[src/rtl/gpio_lvl_pkg.sv]
package gpio_lvl_pkg;
   localparam int unsigned IDX_W = 3;

   typedef enum logic [IDX_W-1:0] {
      IDX_LEVEL = 3'd0,
      IDX_DRIVE = 3'd1,
      IDX_ARM   = 3'd2,
      IDX_SENSE = 3'd3,
      IDX_FLAG  = 3'd4
   } reg_idx_e;
endpackage

[src/rtl/gpio_sync.sv]
module gpio_sync #(
   parameter int unsigned NUM_CH = 4,
   parameter int unsigned STAGES = 2
) (
   input  logic              clk,
   input  logic              rst_n,
   input  logic [NUM_CH-1:0] async_in,
   output logic [NUM_CH-1:0] sync_out
);
   if (STAGES < 2) begin : g_bad_stages
      $error("gpio_sync: STAGES must be at least 2");
   end

   logic [NUM_CH-1:0] stage_q [STAGES];

   always_ff @(posedge clk or negedge rst_n) begin
      if (!rst_n) begin
         for (int s = 0; s < STAGES; s++) stage_q[s] <= '0;
      end else begin
         stage_q[0] <= async_in;
         for (int s = 1; s < STAGES; s++) stage_q[s] <= stage_q[s-1];
      end
   end

   assign sync_out = stage_q[STAGES-1];
endmodule

[src/rtl/gpio_irq_core.sv]
module gpio_irq_core #(
   parameter int unsigned NUM_CH = 4
) (
   input  logic              clk,
   input  logic              rst_n,
   input  logic [NUM_CH-1:0] lvl,
   input  logic [NUM_CH-1:0] arm,
   input  logic [NUM_CH-1:0] sense,
   input  logic [NUM_CH-1:0] clr,
   output logic [NUM_CH-1:0] flag_q,
   output logic              irq
);
   logic [NUM_CH-1:0] hit;

   for (genvar c = 0; c < NUM_CH; c++) begin : g_ch
      assign hit[c] = arm[c] & ~(lvl[c] ^ sense[c]);

      always_ff @(posedge clk or negedge rst_n) begin
         if (!rst_n)      flag_q[c] <= 1'b0;
         else if (clr[c]) flag_q[c] <= 1'b0;
         else if (hit[c]) flag_q[c] <= 1'b1;
      end

      p_sticky_r5: assert property (@(posedge clk) disable iff (!rst_n)
         flag_q[c] && !clr[c] |=> flag_q[c]);
      p_clear_r5: assert property (@(posedge clk) disable iff (!rst_n)
         clr[c] |=> !flag_q[c]);
      p_disarmed_quiet_r6: assert property (@(posedge clk) disable iff (!rst_n)
         !flag_q[c] && !arm[c] |=> !flag_q[c]);
      p_reassert_r7: assert property (@(posedge clk) disable iff (!rst_n)
         !clr[c] && arm[c] && (lvl[c] == sense[c]) |=> flag_q[c]);
   end

   assign irq = |flag_q;
endmodule

[src/rtl/gpio_regfile.sv]
module gpio_regfile
   import gpio_lvl_pkg::*;
#(
   parameter int unsigned NUM_CH = 4,
   parameter int unsigned DATA_W = 32
) (
   input  logic                clk,
   input  logic                rst_n,
   input  logic                reg_en,
   input  logic                reg_wr,
   input  logic [IDX_W-1:0]    reg_addr,
   input  logic [DATA_W/8-1:0] reg_be,
   input  logic [DATA_W-1:0]   reg_wdata,
   input  logic [NUM_CH-1:0]   lvl,
   input  logic [NUM_CH-1:0]   flag,
   output logic [NUM_CH-1:0]   drive_q,
   output logic [NUM_CH-1:0]   arm_q,
   output logic [NUM_CH-1:0]   sense_q,
   output logic [NUM_CH-1:0]   clr,
   output logic [DATA_W-1:0]   reg_rdata
);
   localparam int unsigned LANES = DATA_W / 8;

   if (DATA_W % 8 != 0) begin : g_bad_width
      $error("gpio_regfile: DATA_W must be a multiple of 8");
   end
   if (NUM_CH > DATA_W) begin : g_bad_ch
      $error("gpio_regfile: NUM_CH must not exceed DATA_W");
   end

   logic [NUM_CH-1:0] wmask;
   logic [NUM_CH-1:0] wbits;
   logic              wr_stb;
   logic              rd_stb;
   logic [NUM_CH-1:0] rd_bits;
   logic [DATA_W-1:0] rd_word;
   logic [DATA_W-1:0] rdata_q;
   logic              unused_ok;

   for (genvar b = 0; b < NUM_CH; b++) begin : g_mask
      assign wmask[b] = reg_be[b/8];
   end

   assign wr_stb = reg_en & reg_wr;
   assign rd_stb = reg_en & ~reg_wr;
   assign wbits  = reg_wdata[NUM_CH-1:0];
   assign unused_ok = ^{reg_wdata, reg_be, LANES[0]};

   always_ff @(posedge clk or negedge rst_n) begin
      if (!rst_n) begin
         drive_q <= '0;
         arm_q   <= '0;
         sense_q <= '0;
      end else if (wr_stb) begin
         unique case (reg_addr)
            IDX_DRIVE: drive_q <= (drive_q & ~wmask) | (wbits & wmask);
            IDX_ARM:   arm_q   <= (arm_q   & ~wmask) | (wbits & wmask);
            IDX_SENSE: sense_q <= (sense_q & ~wmask) | (wbits & wmask);
            default:   ;
         endcase
      end
   end

   assign clr = (wr_stb && reg_addr == IDX_FLAG) ? (wbits & wmask) : '0;

   always_comb begin
      unique case (reg_addr)
         IDX_LEVEL: rd_bits = lvl;
         IDX_DRIVE: rd_bits = drive_q;
         IDX_ARM:   rd_bits = arm_q;
         IDX_SENSE: rd_bits = sense_q;
         IDX_FLAG:  rd_bits = flag;
         default:   rd_bits = '0;
      endcase
      rd_word = '0;
      rd_word[NUM_CH-1:0] = rd_bits;
   end

   always_ff @(posedge clk or negedge rst_n) begin
      if (!rst_n)      rdata_q <= '0;
      else if (rd_stb) rdata_q <= rd_word;
   end

   assign reg_rdata = rdata_q;

   p_drive_write_r2: assert property (@(posedge clk) disable iff (!rst_n)
      wr_stb && reg_addr == IDX_DRIVE && (&wmask) |=> drive_q == $past(wbits));
   p_lane_gate_r9: assert property (@(posedge clk) disable iff (!rst_n)
      wr_stb && (wmask == '0) |=> $stable(drive_q) && $stable(arm_q) && $stable(sense_q));
   p_rdata_hold_r10: assert property (@(posedge clk) disable iff (!rst_n)
      !rd_stb |=> $stable(reg_rdata));
endmodule

[src/rtl/gpio_lvl_irq_port.sv]
module gpio_lvl_irq_port
   import gpio_lvl_pkg::*;
#(
   parameter int unsigned NUM_CH      = 4,
   parameter int unsigned DATA_W      = 32,
   parameter int unsigned SYNC_STAGES = 2
) (
   input  logic                clk,
   input  logic                rst_n,
   input  logic                reg_en,
   input  logic                reg_wr,
   input  logic [IDX_W-1:0]    reg_addr,
   input  logic [DATA_W/8-1:0] reg_be,
   input  logic [DATA_W-1:0]   reg_wdata,
   output logic [DATA_W-1:0]   reg_rdata,
   input  logic [NUM_CH-1:0]   pin_in,
   output logic [NUM_CH-1:0]   pin_out,
   output logic                irq
);
   logic [NUM_CH-1:0] lvl;
   logic [NUM_CH-1:0] arm;
   logic [NUM_CH-1:0] sense;
   logic [NUM_CH-1:0] clr;
   logic [NUM_CH-1:0] flag;

   gpio_sync #(.NUM_CH(NUM_CH), .STAGES(SYNC_STAGES)) u_sync (
      .clk(clk), .rst_n(rst_n), .async_in(pin_in), .sync_out(lvl)
   );

   gpio_regfile #(.NUM_CH(NUM_CH), .DATA_W(DATA_W)) u_regs (
      .clk(clk), .rst_n(rst_n), .reg_en(reg_en), .reg_wr(reg_wr),
      .reg_addr(reg_addr), .reg_be(reg_be), .reg_wdata(reg_wdata),
      .lvl(lvl), .flag(flag), .drive_q(pin_out), .arm_q(arm),
      .sense_q(sense), .clr(clr), .reg_rdata(reg_rdata)
   );

   gpio_irq_core #(.NUM_CH(NUM_CH)) u_core (
      .clk(clk), .rst_n(rst_n), .lvl(lvl), .arm(arm), .sense(sense),
      .clr(clr), .flag_q(flag), .irq(irq)
   );

   p_irq_source_r8: assert property (@(posedge clk) disable iff (!rst_n)
      $rose(irq) |-> $past(arm != '0));
   p_irq_clear_r8: assert property (@(posedge clk) disable iff (!rst_n)
      irq && ($past(clr) == '0) && !$past(irq) |-> $past(arm != '0));
endmodule

[config.mk]
export PLATFORM = sky130hd
export DESIGN_NAME = gpio_lvl_irq_port
export DESIGN_NICKNAME = d
export VERILOG_FILES = /design/src/rtl/gpio_lvl_pkg.sv /design/src/rtl/gpio_sync.sv /design/src/rtl/gpio_irq_core.sv /design/src/rtl/gpio_regfile.sv /design/src/rtl/gpio_lvl_irq_port.sv
export SDC_FILE = /design/constraint.sdc
export NUM_CORES = 1
export LEC_CHECK = 0
export ABC_AREA = 1
export BUFFER_PORTS_ARGS = -buffer_cell sky130_fd_sc_hd__buf_2
export CORE_MARGIN = 2
export CORE_UTILIZATION = 49
export CTS_BUF_LIST = sky130_fd_sc_hd__clkbuf_8
export CTS_CLUSTER_SIZE = 14
export DETAILED_ROUTE_END_ITERATION = 8
export HOLD_SLACK_MARGIN = 0.1
export PLACE_DENSITY = 0.95
export SYNTH_ARGS = -nofsm -noshare
export SYNTH_HDL_FRONTEND = slang
export SYNTH_SLANG_ARGS = --single-unit
[constraint.sdc]
create_clock -name clk -period 1.81 [get_ports clk]
set_input_delay 0 -clock clk [delete_from_list [all_inputs] [get_ports clk]]
set_output_delay 0 -clock clk [all_outputs]
set_load 0.02 [all_outputs]
**Yosys cells after proc, flatten, opt, wreduce, memory -nomap -nowiden**

Cells that the tools add are included.

- Eq/ne operators: 4
- Muxes and demuxes: 10
- Bitwise operators: 23
- Reductions and logical operators: 10

Operators with widths:

| kind | number |
|---|---|
| 4-bit one-hot mux with 5 select lines | 1 |
| 4-bit bitwise AND | 4 |
| 4-bit OR | 3 |
| 1-bit two-way mux | 8 |
| 2-bit nonzero test | 4 |
| 1-bit bitwise AND | 6 |
| 3-bit by 2-bit == test with 1-bit output (second input constant) | 2 |
| 2-bit AND reduction | 3 |
| 1-bit NOT | 5 |
| 4-bit two-way mux | 1 |
| 4-bit NOT | 1 |
| 4-bit OR reduction | 1 |
| 1-bit XOR | 4 |
| 3-bit by 1-bit == test with 1-bit output (second input constant) | 1 |
| 3-bit == test (second input constant) | 1 |
| 3-bit logical NOT | 1 |
| 1-bit logical AND | 1 |

- Bits in registers: 28
- Input port bits: 47
- Output and inout bits: 37
- Word-level logic and storage cells: 57

**Logic depth before layout (Yosys ltp)**

- Depth after elaboration: 5
- Depth in mapped cells: 8
- Gate-level depth less buffers: 7

**Hierarchy**

Synthesis repeated with hierarchy kept, for this count alone.

- Cell total of the unflattened synthesis: 178
- Area, all modules: 1,546.5 um^2

Modules (own cells, without submodules):

| module | instances | cells an instance | area each (um^2) | sequential area each (um^2) |
|---|---|---|---|---|
| gpio_regfile | 1 | 133 | 1,059.8 | 400.4 |
| gpio_irq_core | 1 | 33 | 256.5 | 100.1 |
| gpio_sync | 1 | 12 | 230.2 | 200.2 |

**Least setup slack after synthesis**

Ideal clock, no wire load.

- Path type: reg-to-output
- From: register u_core.flag_q[0]
- To: output port irq
- Data arrival time: 993 ps
- Data required time: 1,810 ps
- Path slack: 817 ps
- Stages on the path, launching flop included: 2
- Path buffers: 0
- Cell sequence: dfrtp_1 or4_1

- Longest elaborated chain between the ends: 1

RTL lines:

| item | line | RTL |
|---|---|---|
| from (decl) | gpio_irq_core.sv:10 | `output logic [NUM_CH-1:0] flag_q,` |
| from (signal, indexed assignment) | gpio_irq_core.sv:19 | `if (!rst_n) flag_q[c] <= 1'b0;` |
| from (signal, indexed assignment) | gpio_irq_core.sv:20 | `else if (clr[c]) flag_q[c] <= 1'b0;` |
| from (signal, indexed assignment) | gpio_irq_core.sv:21 | `else if (hit[c]) flag_q[c] <= 1'b1;` |
| 4-bit OR reduction | gpio_irq_core.sv:34 | `assign irq = \|flag_q;` |
| to (decl) | gpio_lvl_irq_port.sv:18 | `output logic irq` |

No other way between the ends.

**Final worst setup path**

- From: input port reg_wr
- To: register u_regs.rdata_q[1], in the netlist u_regs.reg_rdata[1]

- Longest elaborated chain between the ends: 2

RTL lines:

| item | line | RTL |
|---|---|---|
| from (decl) | gpio_lvl_irq_port.sv:11 | `input logic reg_wr,` |
| 1-bit NOT | gpio_regfile.sv:45 | `assign rd_stb = reg_en & ~reg_wr;` |
| 1-bit bitwise AND | gpio_regfile.sv:45 |  |
| to (signal assigned) | gpio_regfile.sv:81 | `else if (rd_stb) rdata_q <= rd_word;` |
| to (decl) | gpio_regfile.sv:37 | `logic [DATA_W-1:0] rdata_q;` |

No other way between the ends.
A chain may end at the register's enable or synchronous reset.

==> results.toml <==
[worst_hold_path]
hold_start = "reg_addr[2]"
hold_end = "u_regs.reg_rdata[1]$_DFFE_PN0P_"
hold_path_depth = 5
min_path_type = "primary input to register"

[finish]
nets = 256
final_cells = 241
n_fill_cell = 282
final_area_um2 = 1680
final_layout_size_suffix_gt1_share_pct = 16.3
area_growth_pct = 12.1
num_antenna_cells = 0

[route]
vias_per_cell = 4.74
dr_total_vias = 1143
drtAntennaViolNets = 0
first_pass_iters = 4
drt_iter0_drc = 24
drc_errors = 0
wl_per_cell_um = 10.7
routed_wl_um = 2590

[synth]
netlist_instances = 174
ys_ff_latch = 28
async_reset_ff_share_pct = 100
avgSynthCellArea_um2 = 8.63
netlist_area_um2 = 1500
yosysTopAreaCell = "dfrtp_1"
synth_top_cell_area_share_pct = 46.7
synth-seq-area-share_pct = 46.7
synth_common_cells = "buf_4, nand2_1, dfrtp_1"
ys.flop_type = "dfrtp_1"
netlist-cell-type-count = 19
ys_top_cells_by_area = "dfrtp_1, buf_4, nand2_1"
yosys_warnings = 0
synth_edf_count = 0

[floorplanning]
die_y_um = 59.4
die_w_um = 59.4
rows = 20
start_util_pct = 50.4
die_area_um2 = 3520
io_pins = 84
core_area_um2 = 2980

[setup_path]
cp_max_fo = 3
crit_slowest_cell = "dlygate4sd3_1"
required_ps = 2030
path_common_cell = "dlygate4sd3_1"
max_stage_delay_ps = 620
worstSetupStartpointType = "primary input"
r2r-end = "u_core.flag_q[0]$_DFFE_PN0P_"
critical_path_class = "primary input to register"
worstPathArrival_ps = 1610
r2r_setup_slack_ps = 810
end_kind = "register"
critical_path.cell_chain = "dlygate4sd3_1 -> buf_2 -> nor2_1 -> dlygate4sd3_1 -> o21ai_0 -> nand2_1"
r2r_cells = 5

[power]
p_per_area_nw_per_um2 = 882
peakVddDrop_mv = 0.513
leakagePower_nw = 0.867

[timing]
maxSlewHeadroom_pct = 60.0
finalCritPeriodShare_pct = 76.4
slew_violations = 0
finalWorstPathRequiredPeriod_ps = 1380
hold_ws_ps = 207
fmax_mhz = 723
finalSetupViolCount = 0
fin_setup_tns_ps = 0
fin_skew_ps = 2.08
rsz0062_at_grt = "false"
hold_viol = 0
worstMarginPinSlew_ps = 600

[placed_design]
dp_hpwl_um = 1890
place_congestion = 0.873
place_inst = 225
numPortBuffers = 24
placed_cell_area_um2 = 1510

[global_route]
grt_pass1_vias = 1015
overflow = 0
antenna_found_initial = 0
grt_start_max_net_pins = 29
grt_use_total_pct = 16.7
grt_pass1_wl_um = 4350

[status]
status = "completed"

[clock_network]
clock_path_buffers = 2
cts_tree = "yes"
cts_root_buf = "clkbuf_8"
ctsResizeCount = 0
clk_latency_ps = 270
cts.sinks = 28
numCtsBuffers = 3
cts_max_level = 1
cts_setup_buffers = 0
cts.clk_slew.worst_paths_ps = 90

[run]
maxCapViolations = 0
timing repair:
item,CTS,global route
setup endpoints to repair,0,0
hold endpoints to repair,52,0
hold buffers,12,0
critical path: cells and delay by family:
family / cells / cell delay, ps
buf+inv: 3 / 1290
simple gates: 2 / 220
compound gates: 1 / 100
placed cells by master, fill, tap and decap left out:
master / instances
conb_1: 28
buf_2: 24
nand3_1: 12
or4_1: 1
inv_1: 21
nand3_2: 2
dfrtp_1: 28
dlygate4sd3_1: 12
a21oi_1: 4
nor2_8: 1
clkbuf_8: 4
inv_2: 1
nand2_1: 29
o21ai_1: 6
nand4_1: 9
nor2_1: 4
o21ai_2: 2
o21ai_0: 18
or2_0: 2
cells by family (layout without fill, tap and decap cells):
kind of cell,after synthesis,after routing,synth area share [%]
other cells,1,28,0.250
flops,28,28,46.7
buf+inv,55,62,22.6
simple gates,60,60,20.0
compound gates,30,30,10.5
layout make-up:
cell class,instances,area [µm²],area share [%]
Clock buffer,4,55.1,3.27
Inverter,22,82.6,4.91
Multi-Input combinational cell,118,563,33.5
Sequential cell,28,701,41.6
Tap cell,33,41.3,2.45
Timing Repair Buffer,36,240,14.3
power by group:
group	internal, mW	switching, mW
registers	0.714	0.0622
logic	0.110	0.216
clock network	0.195	0.188
how the worst max path moves through the flow:
| stage | start | end | slack [ps] | cells past startpoint |
|---|---|---|---|---|
| global route | u_core.flag_q[0]$_DFFE_PN0P_ | irq | 360 | 2 |
| CTS | u_core.flag_q[0]$_DFFE_PN0P_ | irq | 420 | 2 |
| finish | reg_wr | u_regs.reg_rdata[1]$_DFFE_PN0P_ | 430 | 6 |
| global placement | reg_addr[2] | register | 670 | 6 |
| detailed placement | reg_addr[2] | register | 650 | 6 |
| floorplan | u_core.flag_q[0]$_DFFE_PN0P_ | irq | 820 | 1 |
layer usage:
layer | up-vias | GRT usage [%] | part of all wire (%)
li1 | 579 | - | -
met1 | 510 | 21.1 | 46
met2 | 49 | 27.3 | 46
met3 | 5 | 3.71 | 6.3
met4 | 0 | 7.14 | 1.5
met5 | - | 0 | 0
stage by stage:
stage / total power [mW] / setup slack [ps] / util [%]
after floorplan: 1.05 / 817 / -
after global placement: 1.08 / 671 / 50.6
after detailed placement: 1.10 / 653 / 50.6
after CTS: 1.50 / 422 / 56.5
after global routing: 1.59 / 358 / 56.5
final: 1.48 / 427 / 56.5
(Power assumes the default switching activity.)
